==> src/rtl/cbr_pkg.sv <==
package cbr_pkg;
  localparam int unsigned ADDR_W = 12;
  localparam int unsigned DATA_W = 32;
  localparam int unsigned XB_W   = 64;

  localparam logic [ADDR_W-1:0] OFS_WIN   = 12'h000;
  localparam logic [ADDR_W-1:0] OFS_STAT  = 12'h004;
  localparam logic [ADDR_W-1:0] SEC_LOCAL = 12'h200;
  localparam logic [ADDR_W-1:0] SEC_OTHER = 12'h300;
  localparam logic [ADDR_W-1:0] REG_CNT   = 12'h000;
  localparam logic [ADDR_W-1:0] REG_PTR   = 12'h004;
  localparam logic [ADDR_W-1:0] REG_VEC   = 12'h008;

  localparam logic [DATA_W-1:0] VEC_MASK  = 32'hFFFF_F000;
  localparam logic [DATA_W-1:0] VEC_RESET = 32'hBFC0_0000;
  localparam logic [DATA_W-1:0] WIN_MASK  = 32'hFFFF_F001;
  localparam int unsigned       PTR_FLD_W = 8;

  typedef enum logic [2:0] {
    SEL_NONE, SEL_WIN, SEL_STAT, SEL_CNT, SEL_PTR, SEL_VEC
  } sel_e;

  typedef struct packed {
    sel_e sel;
    logic remote;
  } dec_t;
endpackage

==> src/rtl/cbr_decode.sv <==
module cbr_decode
  import cbr_pkg::*;
(
  input  logic [ADDR_W-1:0] addr_i,
  output dec_t              dec_o
);
  always_comb begin
    dec_o = '{sel: SEL_NONE, remote: 1'b0};
    if (addr_i == OFS_WIN)                  dec_o.sel = SEL_WIN;
    else if (addr_i == OFS_STAT)            dec_o.sel = SEL_STAT;
    else if (addr_i == SEC_LOCAL + REG_CNT) dec_o.sel = SEL_CNT;
    else if (addr_i == SEC_LOCAL + REG_PTR) dec_o.sel = SEL_PTR;
    else if (addr_i == SEC_LOCAL + REG_VEC) dec_o.sel = SEL_VEC;
    else if (addr_i == SEC_OTHER + REG_CNT) dec_o = '{sel: SEL_CNT, remote: 1'b1};
    else if (addr_i == SEC_OTHER + REG_PTR) dec_o = '{sel: SEL_PTR, remote: 1'b1};
    else if (addr_i == SEC_OTHER + REG_VEC) dec_o = '{sel: SEL_VEC, remote: 1'b1};
  end
endmodule

==> src/rtl/cbr_core_bank.sv <==
module cbr_core_bank
  import cbr_pkg::*;
#(
  parameter int unsigned NUM_CORES = 4,
  parameter int unsigned CORE_W    = 2
) (
  input  logic              clk_i,
  input  logic              rst_ni,
  input  logic              vec_we_i,
  input  logic              ptr_we_i,
  input  logic [DATA_W-1:0] wdata_i,
  output logic [DATA_W-1:0] vec_o,
  output logic [CORE_W-1:0] ptr_o,
  output logic [XB_W-1:0]   xbase_o
);
  logic [DATA_W-1:0] vec_q;
  logic [CORE_W-1:0] ptr_q;
  logic [PTR_FLD_W-1:0] ptr_fld;
  logic ptr_ok;

  assign ptr_fld = wdata_i[PTR_FLD_W-1:0];
  assign ptr_ok  = 32'(ptr_fld) < 32'(NUM_CORES);

  always_ff @(posedge clk_i or negedge rst_ni) begin
    if (!rst_ni) begin
      vec_q <= VEC_RESET & VEC_MASK;
      ptr_q <= '0;
    end else begin
      if (vec_we_i)           vec_q <= wdata_i & VEC_MASK;
      if (ptr_we_i && ptr_ok) ptr_q <= ptr_fld[CORE_W-1:0];
    end
  end

  assign vec_o   = vec_q;
  assign ptr_o   = ptr_q;
  assign xbase_o = {{(XB_W-DATA_W){vec_q[DATA_W-1]}}, vec_q};

  p_ptr_range_r3: assert property (@(posedge clk_i) disable iff (!rst_ni)
    32'(ptr_o) < 32'(NUM_CORES));
  p_ptr_hold_r3: assert property (@(posedge clk_i) disable iff (!rst_ni)
    (ptr_we_i && 32'(wdata_i[PTR_FLD_W-1:0]) >= 32'(NUM_CORES)) |=> $stable(ptr_o));
  p_vec_store_r4: assert property (@(posedge clk_i) disable iff (!rst_ni)
    vec_we_i |=> (vec_o == ($past(wdata_i) & VEC_MASK)));
endmodule

==> src/rtl/cbr_periph_win.sv <==
module cbr_periph_win
  import cbr_pkg::*;
(
  input  logic              clk_i,
  input  logic              rst_ni,
  input  logic              we_i,
  input  logic [DATA_W-1:0] wdata_i,
  output logic [DATA_W-1:0] reg_o,
  output logic [DATA_W-1:0] base_o,
  output logic              en_o
);
  logic [DATA_W-1:0] win_q;

  always_ff @(posedge clk_i or negedge rst_ni) begin
    if (!rst_ni)   win_q <= '0;
    else if (we_i) win_q <= wdata_i & WIN_MASK;
  end

  assign reg_o  = win_q;
  assign base_o = win_q & VEC_MASK;
  assign en_o   = win_q[0];

  p_win_store_r6: assert property (@(posedge clk_i) disable iff (!rst_ni)
    we_i |=> (en_o == $past(wdata_i[0])) && (base_o == ($past(wdata_i) & VEC_MASK)));
endmodule

==> src/rtl/core_boot_regs.sv <==
module core_boot_regs
  import cbr_pkg::*;
#(
  parameter int unsigned NUM_CORES      = 4,
  parameter bit          PERIPH_PRESENT = 1'b1,
  localparam int unsigned CORE_W = (NUM_CORES > 1) ? $clog2(NUM_CORES) : 1
) (
  input  logic                      clk_i,
  input  logic                      rst_ni,
  input  logic                      req_i,
  input  logic                      we_i,
  input  logic [CORE_W-1:0]         core_i,
  input  logic [11:0]               addr_i,
  input  logic [31:0]               wdata_i,
  output logic [31:0]               rdata_o,
  output logic [NUM_CORES*64-1:0]   xbase_o,
  output logic [31:0]               win_base_o,
  output logic                      win_en_o
);
  dec_t dec;
  logic core_ok, acc_wr, acc_rd;
  logic [CORE_W-1:0] tgt;
  logic [DATA_W-1:0] vec_a [NUM_CORES];
  logic [CORE_W-1:0] ptr_a [NUM_CORES];
  logic [DATA_W-1:0] win_reg;

  cbr_decode i_dec (.addr_i(addr_i), .dec_o(dec));

  assign core_ok = 32'(core_i) < 32'(NUM_CORES);
  assign acc_wr  = req_i && we_i && core_ok;
  assign acc_rd  = req_i && !we_i && core_ok;
  // remote section follows the requester's redirect pointer
  assign tgt     = dec.remote ? ptr_a[core_i] : core_i;

  for (genvar g = 0; g < NUM_CORES; g++) begin : g_core
    logic sel_me;
    assign sel_me = acc_wr && (32'(tgt) == g);
    cbr_core_bank #(.NUM_CORES(NUM_CORES), .CORE_W(CORE_W)) i_bank (
      .clk_i    (clk_i),
      .rst_ni   (rst_ni),
      .vec_we_i (sel_me && dec.sel == SEL_VEC),
      .ptr_we_i (sel_me && dec.sel == SEL_PTR),
      .wdata_i  (wdata_i),
      .vec_o    (vec_a[g]),
      .ptr_o    (ptr_a[g]),
      .xbase_o  (xbase_o[g*XB_W +: XB_W])
    );
  end

  cbr_periph_win i_win (
    .clk_i   (clk_i),
    .rst_ni  (rst_ni),
    .we_i    (acc_wr && dec.sel == SEL_WIN),
    .wdata_i (wdata_i),
    .reg_o   (win_reg),
    .base_o  (win_base_o),
    .en_o    (win_en_o)
  );

  always_comb begin
    rdata_o = '0;
    if (acc_rd) begin
      unique case (dec.sel)
        SEL_WIN:  rdata_o = win_reg;
        SEL_STAT: rdata_o = {31'b0, PERIPH_PRESENT};
        SEL_CNT:  rdata_o = 32'(NUM_CORES - 1);
        SEL_PTR:  rdata_o = 32'(ptr_a[tgt]);
        SEL_VEC:  rdata_o = vec_a[tgt];
        default:  rdata_o = '0;
      endcase
    end
  end

  p_idle_zero_r9: assert property (@(posedge clk_i) disable iff (!rst_ni)
    (!req_i || we_i) |-> (rdata_o == '0));
  p_unmapped_zero_r8: assert property (@(posedge clk_i) disable iff (!rst_ni)
    (req_i && dec.sel == SEL_NONE) |-> (rdata_o == '0));
  p_local_vec_r2: assert property (@(posedge clk_i) disable iff (!rst_ni)
    (acc_rd && addr_i == SEC_LOCAL + REG_VEC) |-> (rdata_o == xbase_o[32'(core_i)*XB_W +: DATA_W]));
  p_xbase_sext_r5: assert property (@(posedge clk_i) disable iff (!rst_ni)
    (acc_rd && dec.sel == SEL_VEC) |-> (xbase_o[32'(tgt)*XB_W + DATA_W +: XB_W-DATA_W] == {(XB_W-DATA_W){rdata_o[DATA_W-1]}}));
endmodule

==> config.mk <==
export PLATFORM = sky130hd
export DESIGN_NAME = core_boot_regs
export DESIGN_NICKNAME = d
export VERILOG_FILES = /design/src/rtl/cbr_pkg.sv /design/src/rtl/cbr_decode.sv /design/src/rtl/cbr_core_bank.sv /design/src/rtl/cbr_periph_win.sv /design/src/rtl/core_boot_regs.sv
export SDC_FILE = /design/constraint.sdc
export NUM_CORES = 1
export LEC_CHECK = 0
export ABC_CLOCK_PERIOD_IN_PS = 3550
export CAP_MARGIN = 20
export CORE_AREA = 2 2 146 148
export DETAILED_ROUTE_END_ITERATION = 10
export DIE_AREA = 0 0 148 150
export GPL_TIMING_DRIVEN = 0
export PLACE_DENSITY = 0.85
export SLEW_MARGIN = 15
export SYNTH_ARGS = -nofsm -noshare
export SYNTH_HDL_FRONTEND = slang
export SYNTH_SLANG_ARGS = --single-unit
==> constraint.sdc <==
create_clock -name clk_i -period 3.55 [get_ports clk_i]
set_input_delay 0.71 -clock clk_i [delete_from_list [all_inputs] [get_ports clk_i]]
set_output_delay 0.71 -clock clk_i [all_outputs]
set_load 0.01 [all_outputs]
==> results.toml <==
[status]
status = "finished, final reports clean"

[grt]
track_usage_pct = 23.5
grt_pass1_vias = 6682
grt_first_pass_wirelength_mm = 40.1
gr-total-overflow = 0
grt_max_degree = 66
antenna_found_initial = 0

[sta]
relSlewSlack_pct = 36.5
worst_pin_slew_ps = 952
period_share_pct = 97.1
setup_viol = 0
hold_slack_ps = 268
tns_ps = 0
rsz0062_at_grt = "yes"
clock.fmax_ghz = 0.290
skew_ps = 5.57
min_period_ps = 3450
hold_viol_final = 0
slew_viol_final = 0

[worst_setup_path]
cpPeakStageDelay_ps = 570
r2r_start = "g_core[3].i_bank.ptr_o[1]"
cpLargestDelayFamily = "multiplexers"
worstPathRequired_ps = 2840
cp_max_fo = 10
r2r_cells = 8
cpMostUsedCell = "buf_4"
cp.arrival_ps = 2740
path_buf_inv = 4
endpoint_kind = "output port"
cp_num_cells = 9
regToRegEndpoint = "g_core[1].i_bank.vec_o[17]"
cp_cell_sequence = "buf_2 > mux4_2 > mux2_4 > buf_4 > nand2_1 > buf_8 > nor3_1 > a211o_1 > buf_4"
ff2ff_setup_slack_ps = 1070
worstSetupPathType = "in2out"
slowest_stage = "mux4_2"
endpoint = "rdata_o[23]"
cp-startpoint = "core_i[0]"
start_kind = "input port"

[synth]
synth_edf_count = 0
ys_types = 48
synth_area_leader_cell = "dfrtp_1"
yosysWarnings = 0
syn_area_mm2 = 0.00753
synth.area.top_cells = "dfrtp_1 24%, buf_4 20%, dfstp_2 13%"
ys_ff_latch = 109
synth_top_area_share_pct = 24.3
synthCells = 782
async_flop_share_pct = 100
yosysSeqAreaShare_pct = 36.8
syn_avg_cell_area_um2 = 9.63
ys.flop_type = "dfrtp_1"

[clock_tree]
numCtsBuffers = 9
cts_buffer_depth = 2
cts-root-buf = "clkbuf_16"
htree_num_levels = 3
path_clk_slew_ps = 70
cts_tree = "built"
cts_sinks = 109
insertion_delay_ps = 350
hold_buffers = 0

[drt]
avgRoutedWirePerCell_um = 19.0
wl_met3_mm = 2.71
drtIter0Drc = 591
antenna_left = 0
met1_length_mm = 10.7
first_pass_iters = 5
met2_length_mm = 13.5
drt_drc_violations_left = 0
wl_mm = 27.6
dr.max_layer_used = "met4"
via_per_inst = 4.98
vias = 7238

[power]
ir_drop_v = 0.000190
finalPower_w = 0.00265
p_leak_nw = 5.49
power_density_mw_per_mm2 = 225

[cells_and_area]
fillCellCount = 1813
areaGrowthSynthToFinish_pct = 56.3
multi_input_area_mm2 = 0.00351
fin_nets = 1224
finalNonFillerCells = 1454
register_area_mm2 = 0.00277
diodes = 0
drive_above_1_share_pct = 34.6

[placement]
gp_congestion = 0.900
dpl.hpwl_mm = 20.1
dp_cells = 1422
io_buffers = 295

[die]
placement_rows = 53
fp.dieArea_mm2 = 0.0222
start_util_pct = 36.4
io_pins = 371
die_w_um = 148
fp.dieH_um = 150
coreArea_mm2 = 0.0207

[run]
max-cap-violations = 0

[worst_hold_path]
holdCritPathClass = "in2async"
-- sequential cells by signal, indices dropped and copies added, names as in the netlist --
signal / count
g_core.i_bank.ptr_o: 8
g_core.i_bank.vec_o: 80
i_win.reg_o: 21
-- cell families after synthesis --
group	Yosys count	share of synthesized area (%)
and+or+nand+nor	174	10.8
muxes	116	17.4
buffers and inverters	248	22.5
other	1	0.0498
DFF	109	36.8
AOI/OAI and AO/OA	134	12.4
-- repair_timing --
| item | 4_1_cts | 5_1_grt |
|---|---|---|
| cloned | 2 | 1 |
| buffers inserted | 11 | 2 |
| pin swaps | 21 | 9 |
| resized for setup | 186 | 26 |
| endpoints found under the setup margin | 22 | 22 |
-- power breakdown --
group	total, W	internal [W]	switching [W]
Sequential	0.00125	0.00124	0.00000238
Combinational	0.000346	0.000161	0.000185
Clock	0.00105	0.000574	0.000478
Total	0.00265	0.00198	0.000666
-- synthesized netlist by cell type (6+ instances only) --
cell,number
nand2_1,28
mux2_2,58
clkbuf_1,33
nor3_1,46
o211ai_1,19
dfrtp_1,73
nor2_1,69
o311ai_1,11
o22ai_1,23
dfstp_2,36
buf_2,10
mux2_1,53
a21oi_1,42
o22a_1,17
o311ai_0,6
buf_4,200
-- per-layer routing --
layer	track usage, %	vias to the layer above
met3	6.22	59
li1	-	3300
met2	39.4	444
met1	28.9	3435
met5	0	-
met4	9.14	0
-- layout make-up --
class,count,area share (%)
Timing Repair Buffer,312,25.7
Multi-Input combinational cell,494,29.8
Clock buffer,12,2.09
Sequential cell,109,23.6
Tap cell,275,2.92
Inverter,3,0.0957
Buffer,245,15.4
Clock inverter,4,0.468
-- per-stage QoR --
stage	util, %	setup slack [ps]	area (um^2)
floorplan	-	316	7790
global placement	53.6	-2280	11100
detailed placement	53.7	-1330	11100
CTS	56.4	0.727	11700
global route	56.9	-11.6	11800
finish	56.9	102	11800
-- worst register-to-register path, stage by stage, from the launching register on --
cell	delay [ps]
dfrtp_1	420
mux2_2	390
nor2_4	190
a21boi_4	90
buf_4	170
buf_4	140
nor3_1	200
buf_2	370
mux2_2	390
-- cells in the final DEF, fill, tap and decap left out, types with 5 or more instances in the layout --
cell type / Yosys / routed
o211ai_1: 19 / 19
clkbuf_16: 0 / 10
buf_2: 10 / 26
nor2_1: 69 / 69
nand2_1: 28 / 28
o311ai_2: 0 / 8
conb_1: 1 / 70
nor3_1: 46 / 45
mux2_2: 58 / 57
dfrtp_1: 73 / 73
o22a_1: 17 / 17
buf_4: 200 / 216
mux2_1: 53 / 53
clkbuf_8: 0 / 8
dlygate4sd2_1: 0 / 7
a21oi_1: 42 / 42
o311ai_1: 11 / 8
buf_6: 0 / 5
clkbuf_1: 33 / 15
dfstp_2: 36 / 36
clkbuf_2: 0 / 11
clkdlybuf4s50_1: 0 / 259
o22ai_1: 23 / 22
-- worst min path at each step --
| stage | cells after the start | start | end |
|---|---|---|---|
| finish | 1 | rst_ni | i_win.reg_o[18] |
| global route | 1 | rst_ni | i_win.reg_o[18] |
| CTS | 1 | rst_ni | i_win.reg_o[18] |
| detailed placement | 1 | g_core[3].i_bank.ptr_o[0] | g_core[3].i_bank.ptr_o[0] |
| global placement | 1 | i_win.reg_o[28] | i_win.reg_o[28] |
| floorplan | 0 | rst_ni | g_core[0].i_bank.ptr_o[0] |
No activity file was read; power rests on OpenSTA's default activity.
